$ cat config.mk
export PLATFORM = sky130hd
export DESIGN_NAME = dma_ll_engine
export DESIGN_NICKNAME = d
export VERILOG_FILES = /design/src/rtl/dma_ll_pkg.sv /design/src/rtl/dma_chan_regs.sv /design/src/rtl/dma_arbiter.sv /design/src/rtl/dma_mover.sv /design/src/rtl/dma_ll_engine.sv
export SDC_FILE = /design/constraint.sdc
export NUM_CORES = 2
export LEC_CHECK = 0
export BUFFER_PORTS_ARGS = -buffer_cell sky130_fd_sc_hd__buf_2
export CORE_AREA = 2 2 325 359
export CTS_BUF_LIST = sky130_fd_sc_hd__clkbuf_8
export DETAILED_ROUTE_END_ITERATION = 6
export DIE_AREA = 0 0 327 361
export GPL_TIMING_DRIVEN = 1
export SLEW_MARGIN = 0
export SYNTH_ARGS = -nofsm -noshare
export SYNTH_HDL_FRONTEND = slang
export SYNTH_SLANG_ARGS = --single-unit
$ cat constraint.sdc
create_clock -name clk -period 7.2 [get_ports clk]
set_input_delay 2.16 -clock clk [delete_from_list [all_inputs] [get_ports clk]]
set_output_delay 2.16 -clock clk [all_outputs]
set_load 0.005 [all_outputs]
$ cat src/rtl/dma_ll_pkg.sv
package dma_ll_pkg;

  localparam int unsigned WORD_W      = 32;
  localparam int unsigned CNT_W       = 12;
  localparam int unsigned REQ_LINES   = 32;
  localparam int unsigned CTL_SW_LSB  = 18;
  localparam int unsigned CTL_DW_LSB  = 21;
  localparam int unsigned CTL_SRC_INC = 26;
  localparam int unsigned CTL_DST_INC = 27;
  localparam int unsigned CTL_IRQ     = 31;
  localparam int unsigned CFG_EN      = 0;
  localparam int unsigned CFG_SP_LSB  = 1;
  localparam int unsigned CFG_DP_LSB  = 6;
  localparam int unsigned CFG_FLOW_LSB = 11;
  localparam int unsigned CFG_HALT    = 18;

  localparam logic [2:0] SEL_SRC  = 3'd0;
  localparam logic [2:0] SEL_DST  = 3'd1;
  localparam logic [2:0] SEL_LINK = 3'd2;
  localparam logic [2:0] SEL_CTRL = 3'd3;
  localparam logic [2:0] SEL_CONF = 3'd4;

  typedef enum logic [1:0] {
    MV_IDLE,
    MV_READ,
    MV_WRITE,
    MV_LOAD
  } mv_state_t;

  typedef struct packed {
    logic [WORD_W-1:0] src;
    logic [WORD_W-1:0] dst;
    logic [WORD_W-1:0] lli;
    logic [WORD_W-1:0] ctrl;
  } chan_ctx_t;

  function automatic logic [2:0] width_bytes(input logic [2:0] code);
    case (code)
      3'd0:    return 3'd1;
      3'd1:    return 3'd2;
      default: return 3'd4;
    endcase
  endfunction

  function automatic logic [1:0] size_code(input logic [2:0] code);
    return (code > 3'd2) ? 2'd2 : code[1:0];
  endfunction

endpackage

$ cat src/rtl/dma_chan_regs.sv
module dma_chan_regs
  import dma_ll_pkg::*;
#(
  parameter int NCH = 4,
  parameter int CW  = 2
) (
  input  logic                 clk,
  input  logic                 rst,
  input  logic                 glb_en,
  input  logic                 prog_we,
  input  logic [CW-1:0]        prog_chan,
  input  logic [2:0]           prog_sel,
  input  logic [WORD_W-1:0]    prog_data,
  input  logic [REQ_LINES-1:0] periph_req,
  input  logic                 wb_valid,
  input  logic [CW-1:0]        wb_chan,
  input  chan_ctx_t            wb_ctx,
  input  logic                 wb_clr_en,
  input  logic                 wb_tc,
  input  logic [NCH-1:0]       tc_clr,
  input  logic [NCH-1:0]       err_clr,
  output chan_ctx_t            ctx_o [NCH],
  output logic [NCH-1:0]       elig,
  output logic [NCH-1:0]       chan_en,
  output logic [NCH-1:0]       tc_flag,
  output logic [NCH-1:0]       err_flag
);

  for (genvar c = 0; c < NCH; c++) begin : g_ch
    logic [WORD_W-1:0] src_q, dst_q, lli_q, ctrl_q;
    logic              en_q, halt_q;
    logic [4:0]        sp_q, dp_q;
    logic [2:0]        flow_q;
    logic              tc_q, err_q;
    logic              prog_hit, wb_hit, gate_ok, bad_flow, active;

    assign prog_hit = prog_we && (prog_chan == CW'(c));
    assign wb_hit   = wb_valid && (wb_chan == CW'(c));
    assign active   = glb_en && en_q && !halt_q;

    always_comb begin
      case (flow_q)
        3'd0:    gate_ok = 1'b1;
        3'd1:    gate_ok = periph_req[dp_q];
        3'd2:    gate_ok = periph_req[sp_q];
        3'd3:    gate_ok = periph_req[sp_q] && periph_req[dp_q];
        default: gate_ok = 1'b0;
      endcase
    end

    assign bad_flow = active && flow_q[2];
    assign elig[c]  = active && gate_ok && (ctrl_q[CNT_W-1:0] != '0);

    always_ff @(posedge clk) begin
      if (rst) begin
        src_q  <= '0;
        dst_q  <= '0;
        lli_q  <= '0;
        ctrl_q <= '0;
        en_q   <= 1'b0;
        halt_q <= 1'b0;
        sp_q   <= '0;
        dp_q   <= '0;
        flow_q <= '0;
        tc_q   <= 1'b0;
        err_q  <= 1'b0;
      end else begin
        if (wb_hit) begin
          src_q  <= wb_ctx.src;
          dst_q  <= wb_ctx.dst;
          lli_q  <= wb_ctx.lli;
          ctrl_q <= wb_ctx.ctrl;
          if (wb_clr_en) en_q <= 1'b0;
        end
        if (prog_hit) begin
          case (prog_sel)
            SEL_SRC:  src_q  <= prog_data;
            SEL_DST:  dst_q  <= prog_data;
            SEL_LINK: lli_q  <= prog_data;
            SEL_CTRL: ctrl_q <= prog_data;
            SEL_CONF: begin
              en_q   <= prog_data[CFG_EN];
              sp_q   <= prog_data[CFG_SP_LSB +: 5];
              dp_q   <= prog_data[CFG_DP_LSB +: 5];
              flow_q <= prog_data[CFG_FLOW_LSB +: 3];
              halt_q <= prog_data[CFG_HALT];
            end
            default: ;
          endcase
        end
        if (wb_hit && wb_tc) tc_q <= 1'b1;
        else if (tc_clr[c])  tc_q <= 1'b0;
        if (bad_flow)        err_q <= 1'b1;
        else if (err_clr[c]) err_q <= 1'b0;
      end
    end

    assign ctx_o[c]    = '{src: src_q, dst: dst_q, lli: lli_q, ctrl: ctrl_q};
    assign chan_en[c]  = en_q;
    assign tc_flag[c]  = tc_q;
    assign err_flag[c] = err_q;
  end

endmodule

$ cat src/rtl/dma_arbiter.sv
module dma_arbiter #(
  parameter int NCH = 4,
  parameter int CW  = 2
) (
  input  logic [NCH-1:0] elig,
  input  logic [CW-1:0]  last,
  output logic           any,
  output logic [CW-1:0]  grant
);

  logic [CW-1:0] lowest;

  always_comb begin
    lowest = '0;
    for (int i = NCH - 1; i >= 0; i--) begin
      if (elig[i]) lowest = CW'(i);
    end
  end

  assign any   = |elig;
  assign grant = elig[last] ? last : lowest;

endmodule

$ cat src/rtl/dma_mover.sv
module dma_mover
  import dma_ll_pkg::*;
#(
  parameter int CW = 2
) (
  input  logic              clk,
  input  logic              rst,
  input  logic              any,
  input  logic [CW-1:0]     grant,
  input  chan_ctx_t         ctx_in,
  input  logic              mem_ready,
  input  logic [WORD_W-1:0] mem_rdata,
  output logic              mem_req,
  output logic              mem_we,
  output logic [WORD_W-1:0] mem_addr,
  output logic [1:0]        mem_size,
  output logic [WORD_W-1:0] mem_wdata,
  output logic [CW-1:0]     last,
  output logic              wb_valid,
  output logic [CW-1:0]     wb_chan,
  output chan_ctx_t         wb_ctx,
  output logic              wb_clr_en,
  output logic              wb_tc
);

  mv_state_t         state_q;
  logic [CW-1:0]     ch_q;
  logic [WORD_W-1:0] w_src, w_dst, w_lli, w_ctrl;
  logic [3:0][7:0]   stg_q;
  logic [3:0]        off_q;
  logic [1:0]        ldk_q;

  logic [2:0]        sw, dw, xs;
  logic [3:0][7:0]   stg_next, rd_bytes;
  logic [3:0]        roff_next, woff_next;
  logic [WORD_W-1:0] src_next, dst_next, ctrl_dec, ld_addr_next;
  logic              rd_last, wr_last, cnt_zero;

  function automatic logic [WORD_W-1:0] pick_bytes(input logic [3:0][7:0] bb,
                                                   input logic [3:0] o);
    logic [3:0][7:0] r;
    logic [3:0]      idx;
    r = '0;
    for (int b = 0; b < 4; b++) begin
      idx = o + 4'(b);
      if (idx < 4'd4) r[b] = bb[idx[1:0]];
    end
    return r;
  endfunction

  assign rd_bytes = mem_rdata;

  always_comb begin
    sw = width_bytes(w_ctrl[CTL_SW_LSB +: 3]);
    dw = width_bytes(w_ctrl[CTL_DW_LSB +: 3]);
    xs = (sw > dw) ? sw : dw;
    stg_next = stg_q;
    for (int b = 0; b < 4; b++) begin
      if ((4'(b) >= off_q) && (4'(b) < off_q + {1'b0, sw}))
        stg_next[b] = rd_bytes[2'(4'(b) - off_q)];
    end
    roff_next = off_q + {1'b0, sw};
    woff_next = off_q + {1'b0, dw};
    rd_last   = roff_next >= {1'b0, xs};
    wr_last   = woff_next >= {1'b0, xs};
    src_next  = w_src + (w_ctrl[CTL_SRC_INC] ? 32'(sw) : 32'd0);
    dst_next  = w_dst + (w_ctrl[CTL_DST_INC] ? 32'(dw) : 32'd0);
    ctrl_dec  = {w_ctrl[WORD_W-1:CNT_W], w_ctrl[CNT_W-1:0] - 12'd1};
    cnt_zero  = (ctrl_dec[CNT_W-1:0] == '0);
    case (ldk_q)
      2'd0:    ld_addr_next = w_lli + 32'd4;
      2'd1:    ld_addr_next = w_lli + 32'd12;
      default: ld_addr_next = w_lli + 32'd8;
    endcase
  end

  always_comb begin
    wb_valid  = 1'b0;
    wb_clr_en = 1'b0;
    wb_tc     = 1'b0;
    wb_chan   = ch_q;
    wb_ctx    = '{src: w_src, dst: dst_next, lli: w_lli, ctrl: ctrl_dec};
    if (state_q == MV_WRITE && mem_ready && wr_last) begin
      if (!cnt_zero) begin
        wb_valid = 1'b1;
      end else if (w_lli == '0) begin
        wb_valid  = 1'b1;
        wb_clr_en = 1'b1;
        wb_tc     = w_ctrl[CTL_IRQ];
      end
    end else if (state_q == MV_LOAD && mem_ready && ldk_q == 2'd3) begin
      wb_valid = 1'b1;
      wb_tc    = w_ctrl[CTL_IRQ];
      wb_ctx   = '{src: w_src, dst: w_dst, lli: mem_rdata, ctrl: w_ctrl};
    end
  end

  always_ff @(posedge clk) begin
    if (rst) begin
      state_q   <= MV_IDLE;
      ch_q      <= '0;
      last      <= '0;
      w_src     <= '0;
      w_dst     <= '0;
      w_lli     <= '0;
      w_ctrl    <= '0;
      stg_q     <= '0;
      off_q     <= '0;
      ldk_q     <= '0;
      mem_req   <= 1'b0;
      mem_we    <= 1'b0;
      mem_addr  <= '0;
      mem_size  <= '0;
      mem_wdata <= '0;
    end else begin
      case (state_q)
        MV_IDLE: begin
          if (any) begin
            ch_q     <= grant;
            last     <= grant;
            w_src    <= ctx_in.src;
            w_dst    <= ctx_in.dst;
            w_lli    <= ctx_in.lli;
            w_ctrl   <= ctx_in.ctrl;
            stg_q    <= '0;
            off_q    <= '0;
            mem_req  <= 1'b1;
            mem_we   <= 1'b0;
            mem_addr <= ctx_in.src;
            mem_size <= size_code(ctx_in.ctrl[CTL_SW_LSB +: 3]);
            state_q  <= MV_READ;
          end
        end
        MV_READ: begin
          if (mem_ready) begin
            stg_q <= stg_next;
            w_src <= src_next;
            if (rd_last) begin
              off_q     <= '0;
              mem_we    <= 1'b1;
              mem_addr  <= w_dst;
              mem_size  <= size_code(w_ctrl[CTL_DW_LSB +: 3]);
              mem_wdata <= pick_bytes(stg_next, 4'd0);
              state_q   <= MV_WRITE;
            end else begin
              off_q    <= roff_next;
              mem_addr <= src_next;
            end
          end
        end
        MV_WRITE: begin
          if (mem_ready) begin
            w_dst <= dst_next;
            if (wr_last) begin
              w_ctrl <= ctrl_dec;
              mem_we <= 1'b0;
              if (cnt_zero && w_lli != '0) begin
                ldk_q    <= 2'd0;
                mem_addr <= w_lli;
                mem_size <= 2'd2;
                state_q  <= MV_LOAD;
              end else begin
                mem_req <= 1'b0;
                state_q <= MV_IDLE;
              end
            end else begin
              off_q     <= woff_next;
              mem_addr  <= dst_next;
              mem_wdata <= pick_bytes(stg_q, woff_next);
            end
          end
        end
        MV_LOAD: begin
          if (mem_ready) begin
            case (ldk_q)
              2'd0:    w_src  <= mem_rdata;
              2'd1:    w_dst  <= mem_rdata;
              2'd2:    w_ctrl <= mem_rdata;
              default: w_lli  <= mem_rdata;
            endcase
            if (ldk_q == 2'd3) begin
              mem_req <= 1'b0;
              state_q <= MV_IDLE;
            end else begin
              ldk_q    <= ldk_q + 2'd1;
              mem_addr <= ld_addr_next;
            end
          end
        end
        default: state_q <= MV_IDLE;
      endcase
    end
  end

endmodule

$ cat src/rtl/dma_ll_engine.sv
module dma_ll_engine
  import dma_ll_pkg::*;
#(
  parameter int NCH = 4,
  localparam int CW = (NCH > 1) ? $clog2(NCH) : 1
) (
  input  logic                 clk,
  input  logic                 rst,
  input  logic                 glb_en,
  input  logic                 prog_we,
  input  logic [CW-1:0]        prog_chan,
  input  logic [2:0]           prog_sel,
  input  logic [WORD_W-1:0]    prog_data,
  input  logic [REQ_LINES-1:0] periph_req,
  input  logic [NCH-1:0]       tc_clr,
  input  logic [NCH-1:0]       err_clr,
  output logic                 mem_req,
  output logic                 mem_we,
  output logic [WORD_W-1:0]    mem_addr,
  output logic [1:0]           mem_size,
  output logic [WORD_W-1:0]    mem_wdata,
  input  logic                 mem_ready,
  input  logic [WORD_W-1:0]    mem_rdata,
  output logic [NCH-1:0]       chan_en,
  output logic [NCH-1:0]       tc_flag,
  output logic [NCH-1:0]       err_flag
);

  chan_ctx_t      ctx_arr [NCH];
  chan_ctx_t      grant_ctx, wb_ctx;
  logic [NCH-1:0] elig;
  logic           any, wb_valid, wb_clr_en, wb_tc;
  logic [CW-1:0]  grant, last, wb_chan;

  dma_chan_regs #(.NCH(NCH), .CW(CW)) u_regs (
    .clk(clk), .rst(rst), .glb_en(glb_en),
    .prog_we(prog_we), .prog_chan(prog_chan), .prog_sel(prog_sel),
    .prog_data(prog_data), .periph_req(periph_req),
    .wb_valid(wb_valid), .wb_chan(wb_chan), .wb_ctx(wb_ctx),
    .wb_clr_en(wb_clr_en), .wb_tc(wb_tc),
    .tc_clr(tc_clr), .err_clr(err_clr),
    .ctx_o(ctx_arr), .elig(elig), .chan_en(chan_en),
    .tc_flag(tc_flag), .err_flag(err_flag)
  );

  dma_arbiter #(.NCH(NCH), .CW(CW)) u_arb (
    .elig(elig), .last(last), .any(any), .grant(grant)
  );

  assign grant_ctx = ctx_arr[grant];

  dma_mover #(.CW(CW)) u_mover (
    .clk(clk), .rst(rst), .any(any), .grant(grant), .ctx_in(grant_ctx),
    .mem_ready(mem_ready), .mem_rdata(mem_rdata),
    .mem_req(mem_req), .mem_we(mem_we), .mem_addr(mem_addr),
    .mem_size(mem_size), .mem_wdata(mem_wdata), .last(last),
    .wb_valid(wb_valid), .wb_chan(wb_chan), .wb_ctx(wb_ctx),
    .wb_clr_en(wb_clr_en), .wb_tc(wb_tc)
  );

endmodule

==> summary.md <==
| Metric | Value |
|---|---|
| Status | `complete, no violations` |
| Post-route DRC | `0` |
| Post-Syn Area | `0.04543 mm²` |
| CORE AREA | `0.1140 mm²` |
| Cell variety after synth | `91` |
| Period Utilization, post-route | `83.89%` |
| Reg2Reg Setup Slack | `1.16 ns` |
| Fraction of registers with async set/reset | `0%` |
| Type of the worst min-delay path | `reg -> reg` |
| Kind of end point of the critical path | `register` |
| Register area | `0.01528 mm²` |
| First-pass GRT wire length | `286.7 mm` |
| Top_reg_cell synth | `dfxtp_1` |
| Clock Skew | `0.05495 ns` |
| IO Pins | `194` |
| Clk sinks | `763` |
| Number of global-route vias before repair | `42.73k` |
| Initial DRC Count | `5972` |
| Hold_sp | `u_regs.g_ch[1].halt_q` |
| Die Area | `0.1180 mm²` |
| Fraction of layout instances using a drive strength above 1 | `14.57%` |
| Via count | `45.40k` |
| VDD IR-drop max | `0.1698 mV` |
| Fillers | `11.30k` |
| Hpwl dp | `127.9 mm` |
| Req. time, crit path | `7.94 ns` |
| Drt first pass iters | `7` |
| Crit Reg-Reg Startpoint | `u_mover.w_ctrl[20]` |
| Syn nets | `5810` |
| Critical path fanouts, max | `49` |
| Row count | `130` |
| Final Hold Viols | `0` |
| Crit path from | `u_mover.w_ctrl[20]` |
| Worst Max-Slew Pin Slew | `1.238 ns` |
| Initial antenna violation count | `10` |
| Initial Utilization | `39.84%` |
| Hold endpoint | `u_regs.g_ch[1].halt_q` |
| Mean Syn Cell Area | `8.039 µm²` |
| Die H | `361 µm` |
| Slew Limit Fails | `0` |
| Clock-pin slew on the worst setup and hold paths | `0.06 ns` |
| IO Port Bufs | `193` |
| Crit path DAT | `6.78 ns` |
| RR Endpoint | `u_regs.g_ch[0].dst_q[7]` |
| Synth warnings | `0` |
| Clk Latency, worst-skew pair | `0.89 ns` |
| Setup violations, final | `0` |
| Commonest non-fill, non-tap cell in the layout | `nand2_1` |
| Crit path launch type | `register` |
| Routed len/inst | `27.31 µm` |
| Hold WS | `0.4569 ns` |
| Global route overflow | `0` |
| Setup repair bufs after CTS | `0` |
| P_leak | `17.38 nW` |
| Number of CTS-inserted buffers | `141` |
| R2R cell count | `26` |
| Cells after Synth | `5651` |
| ANT nets after route | `0` |
| Pwr dens | `229.3 mW/mm²` |
| F_max | `165.6 MHz` |
| Minimum clock period | `6.040 ns` |
| Hold depth | `2` |
| #FFs+latches synth | `763` |
| CTS tree | `done` |
| Overall Global Routing Usage | `32.05%` |
| WS Path Type | `reg -> reg` |
| Post-CTS Resized | `0` |
| Setup TNS | `0 ns` |
| RSZ-0062 raised after global routing | `no` |
| EDFF count, synth | `0` |
| Gpl congestion | `0.9941` |
| CTS root buf | `clkbuf_8` |
| Die Span X | `327 µm` |
| Sequential-to-total area share from yosys stat | `33.62%` |
| Drt via density | `6.357` |
| Routed wire length | `195.0 mm` |
| Rel. slew slack | `16.44%` |
| Commonest cells after routing, fill and taps aside | `nand2_1 (800), nor2_1 (775), dfxtp_1 (762)` |
| Synth-to-layout area growth | `10.16%` |
| CTS max path bufs | `3` |
| Largest net degree at the start of global routing | `161` |
| Final Net Count | `5673` |
| MaxCap Viol Count | `0` |
| H-tree levels | `4` |
| Post-CTS Hold Buffers | `0` |
| Area occupied by multi-input gates | `0.02770 mm²` |
-- per-stage QoR --
| stage | instance area (µm²) | worst slack (ns) | utilization, % | total power (W) | std cells |
|---|---|---|---|---|---|
| global placement | 47340 | 1.002 | 41.52 | 0.007313 | 6889 |
| detailed placement | 47340 | 0.9477 | 41.52 | 0.007327 | 6889 |
| global route | 50030 | 0.9830 | 43.88 | 0.01185 | 7136 |
| CTS | 50020 | 1.418 | 43.87 | 0.01142 | 7132 |
| floorplan | 45430 | 1.979 | - | 0.006345 | 5651 |
| finish | 50040 | 1.160 | 43.89 | 0.01148 | 7142 |
-- cells by family (layout without fill, tap and decap cells) --
kind of cell / count (synthesis) / after routing / synth area share [%]
fa+ha+maj: 45 / 45 / 1.322
flops: 763 / 763 / 33.62
simple gates: 1965 / 1965 / 18.19
compound gates: 1558 / 1558 / 24.04
other cells: 0 / 10 / 0
mux: 532 / 532 / 14.45
buf+inv: 656 / 619 / 5.825
xor+xnor: 132 / 132 / 2.545
-- worst max-delay path by stage --
stage / end / slack [ns] / cells past startpoint
floorplan: u_mover.w_dst[22] / 1.98 / 12
global placement: u_mover.w_lli[15] / 1.00 / 13
detailed placement: u_mover.w_lli[29] / 0.95 / 13
CTS: u_regs.g_ch[0].dst_q[15] / 1.42 / 25
global route: u_regs.g_ch[0].dst_q[21] / 0.98 / 25
finish: u_regs.g_ch[0].dst_q[7] / 1.16 / 26
-- per-layer routing --
metal	share of wire, %	vias up	track usage (%)	routed length [µm]
met5	0.024	-	0	46
met4	5.2	6	17.11	10190
met3	11	469	7.868	22290
met2	42	2623	47.38	82600
met1	41	22008	42.86	79910
li1	-	20298	-	-
-- state kept, by name, summed over array words and instances, names as in the netlist, 21 cells and up --
signal	count
u_regs.g_ch.dst_q	128
u_regs.g_ch.lli_q	128
u_regs.g_ch.src_q	128
u_regs.g_ch.ctrl_q	84
u_mover.mem_addr	32
u_mover.mem_wdata	32
u_mover.stg_q	32
u_mover.w_dst	32
u_mover.w_lli	32
u_mover.w_src	32
u_mover.w_ctrl	21
-- worst max-delay path, cell delays in order, from the launching register on --
cell	delay, ns
dfxtp_1	0.37
nor2_1	0.13
buf_4	0.18
inv_1	0.20
nor2_1	0.38
buf_4	0.24
inv_1	0.05
ha_1	0.17
inv_1	0.05
a21o_1	0.10
a21oi_1	0.08
a31oi_1	0.26
mux2_2	0.40
ha_1	0.28
nand2b_1	0.14
a21o_1	0.17
a21o_1	0.18
buf_4	0.17
o211ai_1	0.60
o22ai_1	0.42
nor3b_2	0.28
buf_4	0.22
buf_12	0.18
nor2_1	0.20
a211oi_1	0.07
a21oi_1	0.16
nor2_1	0.07
-- synthesized netlist by cell type (20+ instances only) --
cell type    n  share of area [%]
xnor2_1     72                1.4
clkbuf_1   498                4.1
nor3_1      31               0.34
a211oi_1   307                5.1
a21oi_1    452                5.0
o211ai_1   175                2.9
and2_1      26               0.36
mux4_2      77                3.8
o21ai_0    118                1.3
mux2i_1    233                5.1
buf_2       44               0.48
buf_1       32               0.26
xor2_1      60                1.2
nor2_1     791                6.5
buf_4       20               0.33
a311oi_1   134                2.6
nand2_1    805                6.7
a221oi_1    46               0.89
inv_1       52               0.43
and3_1      34               0.47
mux2_1      62                1.5
nand3_1    111                1.2
a22oi_1     27               0.45
nor4_1      28               0.39
a22o_1      25               0.48
o221ai_1    38               0.73
nand2b_1    42               0.58
ha_1        40                1.1
dfxtp_1    763                 34
a222oi_1    81                1.8
mux2_2     160                4.0
-- report_power, final --
part           switching (W)  internal, W
clock                0.00200      0.00213
combinational        0.00176     0.000902
sequential          0.000304      0.00438
total                0.00406      0.00741
-- area by class of cell --
class	instances	share of cell area, %
Multi-Input combinational cell	4232	55.36
Sequential cell	763	30.53
Clock buffer	170	4.675
Timing Repair Buffer	322	4.510
Tap cell	1518	3.795
Clock inverter	73	0.6826
Inverter	54	0.4050
Antenna cell	10	0.05000
No activity file was read; power rests on OpenSTA's default activity.
